==> src/rtl/ift_pkg.sv <==
package ift_pkg;

    typedef enum logic [2:0] {
        FLT_NONE  = 3'd0,
        FLT_ACV   = 3'd1,
        FLT_MISS  = 3'd2,
        FLT_MCHK  = 3'd3,
        FLT_UNIMP = 3'd4
    } fault_e;

    typedef enum logic [1:0] {
        MODE_KERN = 2'd0,
        MODE_EXEC = 2'd1,
        MODE_SUPV = 2'd2,
        MODE_USER = 2'd3
    } mode_e;

    typedef enum logic [2:0] {
        RT_BYPASS,
        RT_DIRECT,
        RT_BADVA,
        RT_SUPER,
        RT_MAPPED
    } route_e;

endpackage

==> src/rtl/ift_route.sv <==
module ift_route
    import ift_pkg::*;
#(
    parameter int AW      = 64,
    parameter int VA_IMPL = 48,
    parameter int SP_W    = 7,
    parameter logic [SP_W-1:0] SP_TAG = 7'h7E,
    localparam int SPL    = VA_IMPL - SP_W
) (
    input  logic [AW-1:SPL] va_hi,
    input  logic            pal,
    input  logic            phys,
    output route_e          route
);
    logic canon;
    logic in_window;

    // sign region: every bit from the top down to the highest implemented bit
    assign canon     = (&va_hi[AW-1:VA_IMPL-1]) | ~(|va_hi[AW-1:VA_IMPL-1]);
    assign in_window = (va_hi[VA_IMPL-1:SPL] == SP_TAG);

    always_comb begin
        if (pal)             route = RT_BYPASS;
        else if (phys)       route = RT_DIRECT;
        else if (!canon)     route = RT_BADVA;
        else if (in_window)  route = RT_SUPER;
        else                 route = RT_MAPPED;
    end

endmodule

==> src/rtl/ift_tag_match.sv <==
module ift_tag_match #(
    parameter int AW       = 64,
    parameter int VPN_W    = 35,
    parameter int ASN_W    = 8,
    parameter int PPN_W    = 32,
    parameter int PG_SHIFT = 13,
    parameter int MODE_W   = 2,
    localparam int NMODE   = 1 << MODE_W,
    localparam int FILL    = AW - PPN_W - PG_SHIFT
) (
    input  logic [VPN_W-1:0]    vpn,
    input  logic [PG_SHIFT-1:0] pg_off,
    input  logic [ASN_W-1:0]    cur_asn,
    input  logic [MODE_W-1:0]   mode,
    input  logic                ent_vld,
    input  logic [VPN_W-1:0]    ent_tag,
    input  logic [ASN_W-1:0]    ent_asn,
    input  logic                ent_glb,
    input  logic [PPN_W-1:0]    ent_ppn,
    input  logic [NMODE-1:0]    ent_xen,
    output logic                hit,
    output logic                exec_ok,
    output logic [AW-1:0]       map_pa
);
    logic            asn_ok;
    logic [AW-1:0]   frame;
    logic [AW-1:0]   offs;

    assign asn_ok  = ent_glb | (ent_asn == cur_asn);
    assign hit     = ent_vld & (ent_tag == vpn) & asn_ok;
    assign exec_ok = ent_xen[mode];

    assign frame  = {{FILL{1'b0}}, ent_ppn, {PG_SHIFT{1'b0}}};
    assign offs   = {{(AW-PG_SHIFT){1'b0}}, pg_off[PG_SHIFT-1:2], 2'b00};
    assign map_pa = frame + offs;

endmodule

==> src/rtl/ift_cache_rewrite.sv <==
module ift_cache_rewrite #(
    parameter int AW     = 64,
    parameter int PA_W   = 44,
    parameter int IPR_LO = 20,
    parameter int CLR_HI = 42,
    parameter int CLR_LO = 35,
    localparam int CLR_N = CLR_HI - CLR_LO + 1,
    localparam logic [PA_W-1:0] CLR_MASK =
        ({PA_W{1'b1}} >> (PA_W - CLR_N)) << CLR_LO
) (
    input  logic [AW-1:0]   pa_in,
    output logic            mchk,
    output logic            ipr,
    output logic            unc,
    output logic [PA_W-1:0] pa_out
);
    assign mchk   = |pa_in[AW-1:PA_W];
    assign unc    = pa_in[PA_W-1];
    assign ipr    = unc & (&pa_in[PA_W-1:IPR_LO]);
    assign pa_out = unc ? (pa_in[PA_W-1:0] & ~CLR_MASK) : pa_in[PA_W-1:0];

endmodule

==> src/rtl/ift_xlate.sv <==
module ift_xlate
    import ift_pkg::*;
#(
    parameter int AW         = 64,
    parameter int VA_IMPL    = 48,
    parameter int PA_W       = 44,
    parameter int PG_SHIFT   = 13,
    parameter int ASN_W      = 8,
    parameter int PPN_W      = 32,
    parameter int MODE_W     = 2,
    parameter int SP_EXT_BIT = 40,
    localparam int VPN_W     = VA_IMPL - PG_SHIFT,
    localparam int NMODE     = 1 << MODE_W,
    localparam int SPL       = VA_IMPL - 7
) (
    input  logic              clk,
    input  logic              rst_n,
    input  logic              req_vld,
    input  logic [AW-1:0]     req_va,
    input  logic              fetch_pc_b0,
    input  logic              req_phys,
    input  logic [MODE_W-1:0] cur_mode,
    input  logic [ASN_W-1:0]  cur_asn,
    input  logic              ent_vld,
    input  logic [VPN_W-1:0]  ent_tag,
    input  logic [ASN_W-1:0]  ent_asn,
    input  logic              ent_glb,
    input  logic [PPN_W-1:0]  ent_ppn,
    input  logic [NMODE-1:0]  ent_xen,
    output logic              rsp_vld,
    output logic [PA_W-1:0]   rsp_pa,
    output logic              rsp_unc,
    output logic [2:0]        rsp_fault
);
    route_e          route;
    logic            hit;
    logic            exec_ok;
    logic [AW-1:0]   map_pa;
    logic [AW-1:0]   sp_pa;
    logic [AW-1:0]   pa_raw;
    logic            post_en;
    fault_e          pre_fault;
    logic            mchk;
    logic            ipr;
    logic            unc_hit;
    logic [PA_W-1:0] rw_pa;
    logic [PA_W-1:0] nxt_pa;
    logic            nxt_unc;
    fault_e          nxt_fault;

    ift_route #(
        .AW(AW), .VA_IMPL(VA_IMPL), .SP_W(7), .SP_TAG(7'h7E)
    ) u_route (
        .va_hi (req_va[AW-1:SPL]),
        .pal   (fetch_pc_b0),
        .phys  (req_phys),
        .route (route)
    );

    ift_tag_match #(
        .AW(AW), .VPN_W(VPN_W), .ASN_W(ASN_W), .PPN_W(PPN_W),
        .PG_SHIFT(PG_SHIFT), .MODE_W(MODE_W)
    ) u_match (
        .vpn     (req_va[VA_IMPL-1:PG_SHIFT]),
        .pg_off  (req_va[PG_SHIFT-1:0]),
        .cur_asn (cur_asn),
        .mode    (cur_mode),
        .ent_vld (ent_vld),
        .ent_tag (ent_tag),
        .ent_asn (ent_asn),
        .ent_glb (ent_glb),
        .ent_ppn (ent_ppn),
        .ent_xen (ent_xen),
        .hit     (hit),
        .exec_ok (exec_ok),
        .map_pa  (map_pa)
    );

    // direct window: low part kept, bits from SP_EXT_BIT up copy that bit
    assign sp_pa = {{(AW-PA_W){1'b0}},
                    {(PA_W-SP_EXT_BIT){req_va[SP_EXT_BIT]}},
                    req_va[SP_EXT_BIT-1:0]};

    always_comb begin
        pa_raw    = '0;
        post_en   = 1'b0;
        pre_fault = FLT_NONE;
        unique case (route)
            RT_BYPASS: ;
            RT_DIRECT: begin
                pa_raw  = req_va;
                post_en = 1'b1;
            end
            RT_BADVA:  pre_fault = FLT_ACV;
            RT_SUPER: begin
                if (cur_mode != MODE_KERN) begin
                    pre_fault = FLT_ACV;
                end else begin
                    pa_raw  = sp_pa;
                    post_en = 1'b1;
                end
            end
            RT_MAPPED: begin
                if (!hit) begin
                    pre_fault = FLT_MISS;
                end else if (!exec_ok) begin
                    pre_fault = FLT_ACV;
                end else begin
                    pa_raw  = map_pa;
                    post_en = 1'b1;
                end
            end
            default: ;
        endcase
    end

    ift_cache_rewrite #(
        .AW(AW), .PA_W(PA_W), .IPR_LO(20), .CLR_HI(PA_W-2), .CLR_LO(35)
    ) u_cache (
        .pa_in  (pa_raw),
        .mchk   (mchk),
        .ipr    (ipr),
        .unc    (unc_hit),
        .pa_out (rw_pa)
    );

    always_comb begin
        nxt_pa    = '0;
        nxt_unc   = 1'b0;
        nxt_fault = pre_fault;
        if (route == RT_BYPASS) begin
            nxt_pa = {req_va[PA_W-1:2], 2'b00};
        end else if (post_en) begin
            if (mchk) begin
                nxt_fault = FLT_MCHK;
            end else if (ipr) begin
                nxt_fault = FLT_UNIMP;
            end else begin
                nxt_pa  = rw_pa;
                nxt_unc = unc_hit;
            end
        end
    end

    always_ff @(posedge clk or negedge rst_n) begin
        if (!rst_n) begin
            rsp_vld   <= 1'b0;
            rsp_pa    <= '0;
            rsp_unc   <= 1'b0;
            rsp_fault <= FLT_NONE;
        end else begin
            rsp_vld <= req_vld;
            if (req_vld) begin
                rsp_pa    <= nxt_pa;
                rsp_unc   <= nxt_unc;
                rsp_fault <= nxt_fault;
            end
        end
    end

endmodule

==> config.mk <==
export PLATFORM = sky130hd
export DESIGN_NAME = ift_xlate
export DESIGN_NICKNAME = d
export VERILOG_FILES = /design/src/rtl/ift_pkg.sv /design/src/rtl/ift_route.sv /design/src/rtl/ift_tag_match.sv /design/src/rtl/ift_cache_rewrite.sv /design/src/rtl/ift_xlate.sv
export SDC_FILE = /design/constraint.sdc
export NUM_CORES = 1
export LEC_CHECK = 0
export BUFFER_PORTS_ARGS = -buffer_cell sky130_fd_sc_hd__buf_2
export CAP_MARGIN = 20
export CELL_PAD_IN_SITES_DETAIL_PLACEMENT = 0
export CELL_PAD_IN_SITES_GLOBAL_PLACEMENT = 1
export CORE_MARGIN = 4
export CORE_UTILIZATION = 30
export CTS_BUF_LIST = sky130_fd_sc_hd__clkbuf_4 sky130_fd_sc_hd__clkbuf_8
export CTS_CLUSTER_DIAMETER = 120
export CTS_CLUSTER_SIZE = 10
export DETAILED_ROUTE_END_ITERATION = 10
export PLACE_DENSITY_LB_ADDON = 0.1
export SETUP_SLACK_MARGIN = 0.02
export SYNTH_ARGS = -nofsm -noshare
export SYNTH_HDL_FRONTEND = slang
export SYNTH_SLANG_ARGS = --single-unit
==> constraint.sdc <==
create_clock -name clk -period 1.2 [get_ports clk]
set_clock_uncertainty 0.2 [all_clocks]
set_input_delay 0.24 -clock clk [delete_from_list [all_inputs] [get_ports clk]]
set_output_delay 0.24 -clock clk [all_outputs]
set_load 0.02 [all_outputs]
==> results of run 1 <==
[kinds of logic after synthesis]
kind of cell / share of synthesized area
AOI/OAI and AO/OA: 0.260
buffers and inverters: 0.0516
DFF: 0.301
muxes: 0.0325
and+or+nand+nor: 0.264
xor gates and xnor gates: 0.0903
[final cells by class]
| type | count | area [µm²] | share of cell area |
|---|---|---|---|
| clock buffers | 5 | 68.8 | 0.00942 |
| repair buffers | 351 | 2660 | 0.364 |
| well taps | 176 | 220 | 0.0301 |
| clock inverters | 3 | 68.8 | 0.00942 |
| multi-input cells | 404 | 3000 | 0.411 |
| flip-flops and latches | 49 | 1230 | 0.168 |
| inverters | 15 | 56.3 | 0.00771 |
[state kept, by name (all words and copies together) (netlist names)]
name / flops
rsp_pa: 44
rsp_fault: 3
rsp_unc: 1
rsp_vld: 1
[power groups by stage]
stage          logic, mW  clock network [mW]  registers (mW)
6_report            2.17                1.47            1.92
3_3_place_gp        1.80                   0            1.91
3_5_place_dp        1.81                   0            1.91
2_1_floorplan      0.619                   0            2.09
5_1_grt             2.34                1.55            1.94
4_1_cts             2.08                1.51            1.92
[through the flow]
step | std cells | area (µm²)
3_3_place_gp | 964 | 6140
3_5_place_dp | 964 | 6140
6_report | 1003 | 7310
4_1_cts | 992 | 6980
5_1_grt | 1003 | 7310
2_1_floorplan | 501 | 4140
[synth_stat cells (2+ instances only)]
library cell | count | area [µm²]
a31oi_1 | 11 | 68.8
a221oi_1 | 3 | 26.3
a22oi_1 | 10 | 75.1
clkbuf_1 | 20 | 75.1
xor2_1 | 36 | 315
o211ai_1 | 10 | 75.1
or3_1 | 2 | 12.5
a21o_1 | 11 | 82.6
buf_6 | 3 | 33.8
nand3_1 | 30 | 150
nor3_2 | 4 | 40.0
nor2_1 | 28 | 105
nor4_1 | 17 | 106
a21oi_1 | 20 | 100
o21a_1 | 2 | 15.0
nand2b_1 | 9 | 56.3
o21bai_1 | 2 | 15.0
inv_1 | 15 | 56.3
dfrtp_1 | 49 | 1230
mux2i_1 | 11 | 110
a2111oi_2 | 2 | 30.0
a211oi_4 | 2 | 40.0
nand2_1 | 51 | 191
nor3_1 | 8 | 40.0
o21ai_0 | 40 | 200
nand4_1 | 16 | 100
o21ai_1 | 7 | 35.0
nor2b_1 | 17 | 106
a22o_1 | 16 | 140
a31o_2 | 2 | 17.5
nor3b_1 | 3 | 22.5
o22ai_1 | 4 | 25.0
nor4b_1 | 2 | 17.5
buf_2 | 5 | 25.0
o2111ai_1 | 2 | 17.5
buf_1 | 4 | 15.0
xnor2_1 | 6 | 52.6
[worst reg2reg max path: stages (launching register included)]
cell and delay, ns:
dfrtp_1 0.40, buf_4 0.13, nor2b_1 0.12, a31oi_1 0.18
o21ai_2 0.08
[path summary, 6_finish.rpt]
| kind | start | endpoint | slack, ns | cells after the start |
|---|---|---|---|---|
| setup / recovery | req_va[47] | rsp_pa[10] | -1.68 | 15 |
| hold / removal | req_va[8] | rsp_pa[8] | 0.03 | 3 |
| setup reg to reg | rsp_pa[43] | rsp_pa[43] | -0.01 | 4 |
| hold reg to reg | rsp_pa[1] | rsp_pa[1] | 0.33 | 2 |
| max in group asynchronous | rst_n | rsp_pa[41] | 0.33 | 3 |
| min in group asynchronous | rst_n | rsp_pa[19] | 0.22 | 3 |
[routing by layer]
| metal | track usage | vias to the layer above | wire (µm) |
|---|---|---|---|
| li1 | - | 2494 | - |
| met1 | 0.294 | 2494 | 7970 |
| met2 | 0.413 | 192 | 9430 |
| met3 | 0.0450 | 13 | 1110 |
| met4 | 0.0387 | 2 | 141 |
| met5 | 0 | - | 18 |
[timing repair]
item | CTS | global route
gates resized for setup | 147 | 42
endpoints found under the hold margin | 55 | 0
setup endpoints to repair | 97 | 97
pin swaps | 24 | 15
hold buffers | 7 | 0
setup buffers | 12 | 10
cloned | 1 | 2
==> summary.txt, run 1 <==
Run status
  • Status: complete, but fails checks
  • Failing checks: negative setup slack

Timing
  • Worst-case hold slack: 0.0253 ns
  • Worst Tran Pin Value: 0.643 ns
  • Final min period: 2.88 ns
  • Worst rel slew slack: 0.571
  • Max-slew violations: 0
  • Crit path setup slack, layout: -1.68 ns
  • Setup TNS: -79.49 ns
  • RSZ-0062 raised after global routing: yes
  • Crit share post-route: 2.40
  • Hold Fails Final Rpt: 0
  • Max Fclk: 347 MHz
  • Final setup violation count: 97

CTS
  • CTS buffer count: 5
  • Worst-Skew Late Latency: between 0.3 and 0.4 ns
  • Clk sinks: 49
  • CTS tree: built
  • Clock transition at path regs: 0.10 ns
  • Root Buffer: clkbuf_8
  • H-tree Lvls: 2
  • CTS Buffer Depth: 2

Yosys
  • Cells after Synth: 501
  • Syn Area/Cell: 8.13 µm²
  • Syn Nets: 661
  • Post-synthesis cell area: between 4000 and 5000 µm²
  • Post-synth EDFFs: 0
  • Cell variety after synth: just under 60
  • Warnings, synthesis: 0
  • Sequential area share after synthesis: 0.301
  • #FFs+latches synth: 49
  • Ys async rst share: 1.00
  • Top FF cell, synth: dfrtp_1

Power and ir drop
  • Pwr Total: 5.56 mW
  • Comb pwr share: 0.391
  • Clock share of power: 0.264
  • Internal Dissipation: 3.73 mW
  • P per Cell Area: 761 nW/µm²
  • Worst VDD drop: approximately 0.00060 V
  • Switching power: 1.83 mW
  • Leakage power: ~3.4 nW
  • Reg power frac: 0.345
  • Sw Share: 0.329

Die
  • Die ar.: 15500 µm²
  • FP Rows: 42
  • Die H: 125 µm
  • Ports: 209
  • Initial Utilization: 0.307
  • Chip width: 125 µm
  • Area of the core: 13300 µm²

Global route
  • Largest net degree at the start of global routing: 50
  • Vias in the first global route: 5334
  • Initial antenna violation count: 1
  • Congestion Overflow GR: 0
  • First-pass GRT wire length: 29000 µm
  • GRT Total Usage: 0.231

Final layout
  • Commonest non-fill, non-tap cell in the layout: buf_2
  • Share of cells above drive strength 1: 0.516
  • Layout fillers: 1293
  • Area Overhead vs Synth: 79.3%
  • Post-Route Utilization: 0.550
  • Nets@finish: 986
  • Most frequent cells in the layout: buf_2, buf_4, buf_6, nand2_1, dfrtp_1
  • Ant diodes: 0

Drt
  • Remaining DRCs: 0
  • Drt total wl: 18700 µm
  • WL/cell: 18.6 µm
  • DR pass1 iterations: 4
  • Detail Route Antenna Nets: 0
  • Vias/cell: approximately 5.2
  • Total number of vias: approximately 5200
  • Starting DRT DRC Count: around 260

Setup path
  • CP Class: in -> reg
  • CP max stage delay: 0.49 ns
  • Worst path cell trace: buf_6 -> nor4_4 -> nand4_1 -> or4_4 -> a211oi_4 -> buf_6 -> buf_6 -> nand4_1 -> a22oi_2 -> nand4_1 -> buf_4 -> nor3_4 -> buf_12 -> clkbuf_16 -> nor3_2
  • Worst Path Required: 1.20 ns
  • Worst Path Buf+Inv: 6
  • CP max FO: 8
  • Setup crit end kind: flip-flop
  • CP top delay family: simple AND/OR/NAND/NOR gates
  • CP arrival: between 2 and 3 ns
  • CP startpoint kind: input port
  • Crit path max-delay cell type: or4_4

Hold path
  • Min-delay worst type: in -> reg

Placement
  • Gpl congestion: 0.950
  • Post-DP HPWL: approximately 15000 µm
  • Place WS: -2.18 ns
  • Number of port buffers: 208

Run
  • # Max-Cap Violations: 0
Note: power is estimated with default switching activity, not from simulation.
==> run 2: changes to the inputs <==
Settings changed: GPL_TIMING_DRIVEN set to 0, SYNTH_HIERARCHICAL set to 1.
==> summary.txt, run 2 <==
CTS
  • H-tree Lvls: 2
  • CTS buffer count: 5
  • CTS tree: built
  • Worst-Skew Late Latency: 0.32 ns
  • Root Buffer: clkbuf_8
  • Clock transition at path regs: 0.10 ns
  • Clk sinks: 49
  • CTS Buffer Depth: 2

Hold path
  • Hold endpoint: rsp_pa[5]
  • Min-delay worst type: in -> reg
  • WHS Path Cells: 3
  • Hold Startpoint: req_va[5]

Setup path
  • CP arrival: 3.79 ns
  • Reg2Reg Depth: 3
  • Worst Path Required: around 1.2 ns
  • Worst r2r src: rsp_pa[1]
  • CP startpoint kind: input port
  • CP Class: in -> reg
  • R2R Path End: rsp_pa[1]
  • Crit path launch: req_va[49]
  • Reg-to-reg slack, setup: ~0.020 ns
  • CP max FO: 6
  • Setup crit end kind: flip-flop

Final layout
  • Most frequent cells in the layout: buf_4, buf_2, a21oi_1, a22o_1, buf_6
  • FF/Latch Area: 1230 µm²
  • Layout fillers: 1574
  • Final Instance Area: just over 7000 µm²
  • Commonest non-fill, non-tap cell in the layout: buf_4
  • Reg with most FFs: rsp_pa
  • Area Overhead vs Synth: 52.9%
  • Multi-input gate area: 2760 µm²
  • Ant diodes: 0
  • Max FFs per register: 44
  • Finished Layout Cells: slightly above 1000
  • Share of cells above drive strength 1: 0.512
  • Nets@finish: 985
  • Top Registers: rsp_pa: 44 flops, rsp_fault: 3 flops

Drt
  • Remaining DRCs: 0
  • Drt total wl: 19800 µm
  • Total number of vias: 5171
  • Detail Route Antenna Nets: 0
  • Starting DRT DRC Count: roughly 310
  • Vias/cell: 5.10
  • WL/cell: 19.5 µm
  • DR pass1 iterations: 5

Die
  • Die ar.: approximately 18000 µm²
  • Chip width: around 130 µm
  • Die H: 133 µm
  • FP Rows: 45
  • Area of the core: approximately 15000 µm²
  • Ports: 209
  • Initial Utilization: 0.307

Yosys
  • Ys async rst share: 1.00
  • Top FF cell, synth: dfrtp_1
  • Post-synth top cells: buf_4, a21oi_1, a22o_1, nand4_1, dfrtp_1
  • Cell variety after synth: 41
  • Most frequent cell after synthesis: buf_4
  • Syn Area/Cell: ~8.4 µm²
  • Sequential area share after synthesis: 0.263
  • Top post-synthesis cells by area: dfrtp_1, buf_4, a22o_1, a21oi_1, xor2_1
  • Post-synth EDFFs: 0
  • Leading area contributor after synthesis: dfrtp_1
  • Top-area cell type share of the netlist area: 0.263
  • Warnings, synthesis: 6
  • #FFs+latches synth: approximately 50
  • Cells after Synth: 559
  • Post-synthesis cell area: 4670 µm²

Placement
  • Gpl congestion: 0.783
  • Placed insts: 944
  • Dpl cell area: about 6000 µm²
  • Post-DP HPWL: approximately 15000 µm
  • Number of port buffers: 176

Timing
  • Crit share post-route: 3.14
  • RSZ-0062 raised after global routing: yes
  • Crit path setup slack, layout: -2.56 ns
  • Worst rel slew slack: 0.424
  • Hold Fails Final Rpt: 0
  • Final setup violation count: 97
  • Final min period: 3.76 ns
  • Max-slew violations: 0
  • Max Fclk: 266 MHz
  • Worst Tran Pin Value: ~0.86 ns

Power and ir drop
  • P per Cell Area: 780 nW/µm²
  • Worst VDD drop: 0.000436 V
  • Leakage power: 3.41 nW

Global route
  • Initial antenna violation count: 0
  • Largest net degree at the start of global routing: 36
  • Vias in the first global route: 5279
  • GRT Total Usage: 0.217
  • First-pass GRT wire length: about 30000 µm
  • Congestion Overflow GR: 0

Run status
  • Status: complete, but fails checks
  • Failing checks: negative setup slack

Run
  • # Max-Cap Violations: 0
## run 2: worst max-delay path, cell delays in order
cell and delay (ns):
buf_8 0.10, nor4_4 0.27, nand4_1 0.15, nor4_2 0.20
a41oi_2 0.12, nor4_4 0.23, or3b_4 0.44, nor2_4 0.14
buf_6 0.12, buf_8 0.12, a22o_1 0.19, nand4_1 0.12
or4_4 0.54, nor3_4 0.25, buf_6 0.15, nor2_4 0.05
clkbuf_16 0.20, nand4_1 0.08, a21oi_1 0.07
## run 2: where the power goes
group | switching (mW) | internal (mW)
sequential | 0.120 | 1.80
combinational | 1.17 | 1.16
clock | 0.671 | 0.651
total | 1.96 | 3.61
## run 2: logic make-up (layout without fill, tap and decap cells)
| family | after synthesis | count (layout) | share of synthesized area |
|---|---|---|---|
| AO/OA/AOI/OAI | 168 | 168 | 0.245 |
| XOR/XNOR | 42 | 42 | 0.0788 |
| buffers and inverters | 145 | 391 | 0.205 |
| flip-flops | 49 | 49 | 0.263 |
| multiplexers | 1 | 1 | 0.00482 |
| other | 1 | 21 | 0.000803 |
| AND/OR/NAND/NOR | 153 | 154 | 0.203 |
## run 2: what timing repair did
action,in CTS,in global routing
endpoints found under the setup margin,97,132
resized for setup,137,36
hold buffers,2,0
gates cloned,2,2
pin swaps,12,26
setup buffers,35,24
endpoints found under the hold margin,50,0
## run 2: area by class of cell
type,count,share of cell area
flip-flops and latches,49,0.172
plain buffers,139,0.143
repair buffers,239,0.247
multi-input cells,386,0.386
well taps,188,0.0329
clock buffers,6,0.0107
clock inverters,2,0.00543
inverters,5,0.00315
## run 2: how the worst max path moves through the flow
| stage | endpoint | slack, ns | cells after the start |
|---|---|---|---|
| floorplan | rsp_pa[11] | -2.64 | 17 |
| detailed placement | rsp_pa[35] | -3.67 | 17 |
| global placement | rsp_pa[35] | -3.59 | 17 |
| CTS | rsp_pa[18] | -2.64 | 19 |
| finish | rsp_pa[43] | -2.56 | 19 |
| global route | rsp_pa[38] | -2.75 | 19 |
## run 2: routing by layer
layer	routed length, µm	part of all wire	track usage
met1	8450	0.43	0.280
met2	9860	0.50	0.374
met3	1190	0.060	0.0468
met4	263	0.013	0.0445
met5	0	0	0
## run 2: through the flow
| stage | setup TNS [ns] | power, mW | setup WS (ns) | utilization | hold slack, ns |
|---|---|---|---|---|---|
| 6_report | -126.56 | 5.57 | -2.56 | 0.470 | 0.0287 |
| 5_1_grt | -137.33 | 5.87 | -2.75 | 0.470 | 0.0410 |
| 4_1_cts | -131.47 | 5.46 | -2.64 | 0.451 | 0.0139 |
| 3_5_place_dp | -172.63 | 3.77 | -3.67 | 0.393 | -0.0217 |
| 3_3_place_gp | -184.74 | 3.74 | -3.59 | 0.392 | 0.163 |
| 2_1_floorplan | -125.58 | 2.98 | -2.64 | - | -0.256 |
==> run 3: changes to the inputs <==
Settings changed: RECOVER_POWER set to 50, TNS_END_PERCENT set to 50.
==> summary.txt, run 3 (same netlist as run 2, synthesis figures left out) <==
Global route
  • First-pass GRT wire length: ~29000 µm
  • GRT Total Usage: 0.210
  • Initial antenna violation count: 0
  • Vias in the first global route: 5144
  • Congestion Overflow GR: 0
  • Largest net degree at the start of global routing: 28

Setup path
  • R2R Path End: rsp_unc
  • Reg2Reg Depth: 1
  • Worst Path Required: 1.22 ns
  • CP Class: in -> reg
  • Worst Path Buf+Inv: 3
  • CP arrival: 3.78 ns
  • CP top delay family: simple AND/OR/NAND/NOR gates
  • Reg-to-reg slack, setup: 0.26 ns
  • Crit path max-delay cell type: or4_4
  • CP max stage delay: ~0.56 ns
  • CP max FO: 10
  • Worst r2r src: rsp_unc
  • CP startpoint kind: input port
  • Worst path cell trace: buf_2 -> xor2_1 -> nor4_2 -> nand3_2 -> nor4_4 -> nand2_2 -> nor2_4 -> buf_8 -> a22o_1 -> nand4_1 -> or4_4 -> nor3_4 -> nor2_4 -> clkbuf_8 -> nand4_1 -> a21oi_1
  • Setup crit end kind: flip-flop

Drt
  • DR pass1 iterations: 5
  • Drt total wl: 18900 µm
  • WL/cell: 19.6 µm
  • Vias/cell: 5.14
  • Total number of vias: 4967
  • Starting DRT DRC Count: 272
  • Detail Route Antenna Nets: 0
  • Remaining DRCs: 0

Timing
  • Max Fclk: 266 MHz
  • Worst Tran Pin Value: 0.739 ns
  • Worst rel slew slack: 0.505
  • Crit path setup slack, layout: -2.56 ns
  • Setup TNS: -127.60 ns
  • Final min period: roughly 3.8 ns
  • RSZ-0062 raised after global routing: yes
  • Crit share post-route: 3.13
  • Final setup violation count: 97
  • Hold Fails Final Rpt: 22
  • Max-slew violations: 0
  • Worst-case hold slack: -0.289 ns

CTS
  • Clock transition at path regs: 0.10 ns
  • Root Buffer: clkbuf_8
  • H-tree Lvls: 2
  • CTS buffer count: 5
  • Cts-stage hold buffer count: 1
  • Worst-Skew Late Latency: ~0.32 ns
  • CTS tree: built
  • Clk sinks: 49
  • CTS Buffer Depth: 2

Final layout
  • Commonest non-fill, non-tap cell in the layout: buf_2
  • FF/Latch Area: 1230 µm²
  • Layout fillers: 1600
  • Max FFs per register: 44
  • Area Overhead vs Synth: 37.5%
  • Reg with most FFs: rsp_pa
  • Share of cells above drive strength 1: 0.474
  • Multi-input gate area: 2690 µm²
  • Top Registers: rsp_pa: 44 flops, rsp_fault: 3 flops
  • Nets@finish: 938
  • Most frequent cells in the layout: buf_2, buf_4, a21oi_1, a22o_1, nand4_1
  • Ant diodes: 0

Power and ir drop
  • Leakage power: ~3 nW
  • Comb pwr share: 0.380
  • Internal Dissipation: 3.31 mW
  • Clock share of power: 0.252
  • P per Cell Area: 803 nW/µm²
  • Worst VDD drop: 0.000648 V
  • Pwr Total: between 5 and 6 mW
  • Switching power: 1.85 mW
  • Sw Share: 0.359
  • Reg power frac: 0.368

Die
  • Chip width: 133 µm
  • Die H: about 130 µm
  • Area of the core: 15200 µm²
  • Initial Utilization: 0.307
  • Die ar.: 17600 µm²
  • FP Rows: 45
  • Ports: between 200 and 250

Run
  • # Max-Cap Violations: 0

Run status
  • Failing checks: negative hold slack, negative setup slack
  • Status: complete, but fails checks

Placement
  • Number of port buffers: 176
  • Post-DP HPWL: 14800 µm
  • Gpl congestion: 0.799
  • Place WS: -3.73 ns

Hold path
  • Min-delay worst type: in -> async
-- run 3: cell types whose count changed in the layout (fill, tap and decap cells not counted), sizes merged --
| cell | delta |
|---|---|
| buf | -49 |
| clkbuf | +4 |
| nor2 | -1 |
| clkinv | +1 |
| dlygate4sd3 | -1 |
| clkinvlp | -1 |
-- run 3: cell type report --
cell class	count	area share
buffer	139	0.157
tap	188	0.0366
sequential	49	0.191
clock buffer	6	0.0119
multi-input combinational	385	0.419
inverter	5	0.00312
timing repair buffer	193	0.176
clock inverter	2	0.00604
-- run 3: through the flow --
step | hold slack (ns) | utilization | instances | cell area (µm²)
6_report | -0.289 | 0.422 | 967 | 6420
2_1_floorplan | -0.256 | - | 579 | 4790
4_1_cts | -0.287 | 0.418 | 968 | 6360
5_1_grt | -0.247 | 0.422 | 967 | 6420
3_5_place_dp | 0.0942 | 0.390 | 944 | 5930
3_3_place_gp | 0.162 | 0.389 | 943 | 5910
-- run 3: worst max-delay path by stage --
stage | depth (start not counted) | end | start
finish | 16 | rsp_pa[21] | req_va[47]
global route | 18 | rsp_pa[7] | req_va[49]
CTS | 19 | rsp_pa[28] | req_va[49]
detailed placement | 17 | rsp_pa[28] | req_va[49]
global placement | 17 | rsp_pa[8] | req_va[53]
floorplan | 17 | rsp_pa[11] | req_va[57]
-- run 3: per-layer routing --
layer / global-route usage / vias up / wire [µm]
met2: 0.356 / 193 / 9100
met3: 0.0494 / 27 / 1210
met4: 0.0606 / 0 / 450
li1: - / 2385 / -
met1: 0.265 / 2362 / 8180
met5: 0 / - / 0
-- run 3: power by group through the flow --
stage	combinational (mW)	clock (mW)	sequential [mW]
floorplan	0.875	0	2.10
global placement	1.82	0	1.92
detailed placement	1.84	0	1.92
CTS	1.93	1.35	1.89
global route	2.12	1.42	1.91
finish	1.96	1.30	1.90
-- run 3: timing repair --
item                       in CTS  in global routing
pin swaps                      13                  6
gates cloned                    3                  0
resized for setup              45                 29
buffers inserted               12                  0
hold endpoints to repair       23                 22
setup endpoints to repair      97                 97
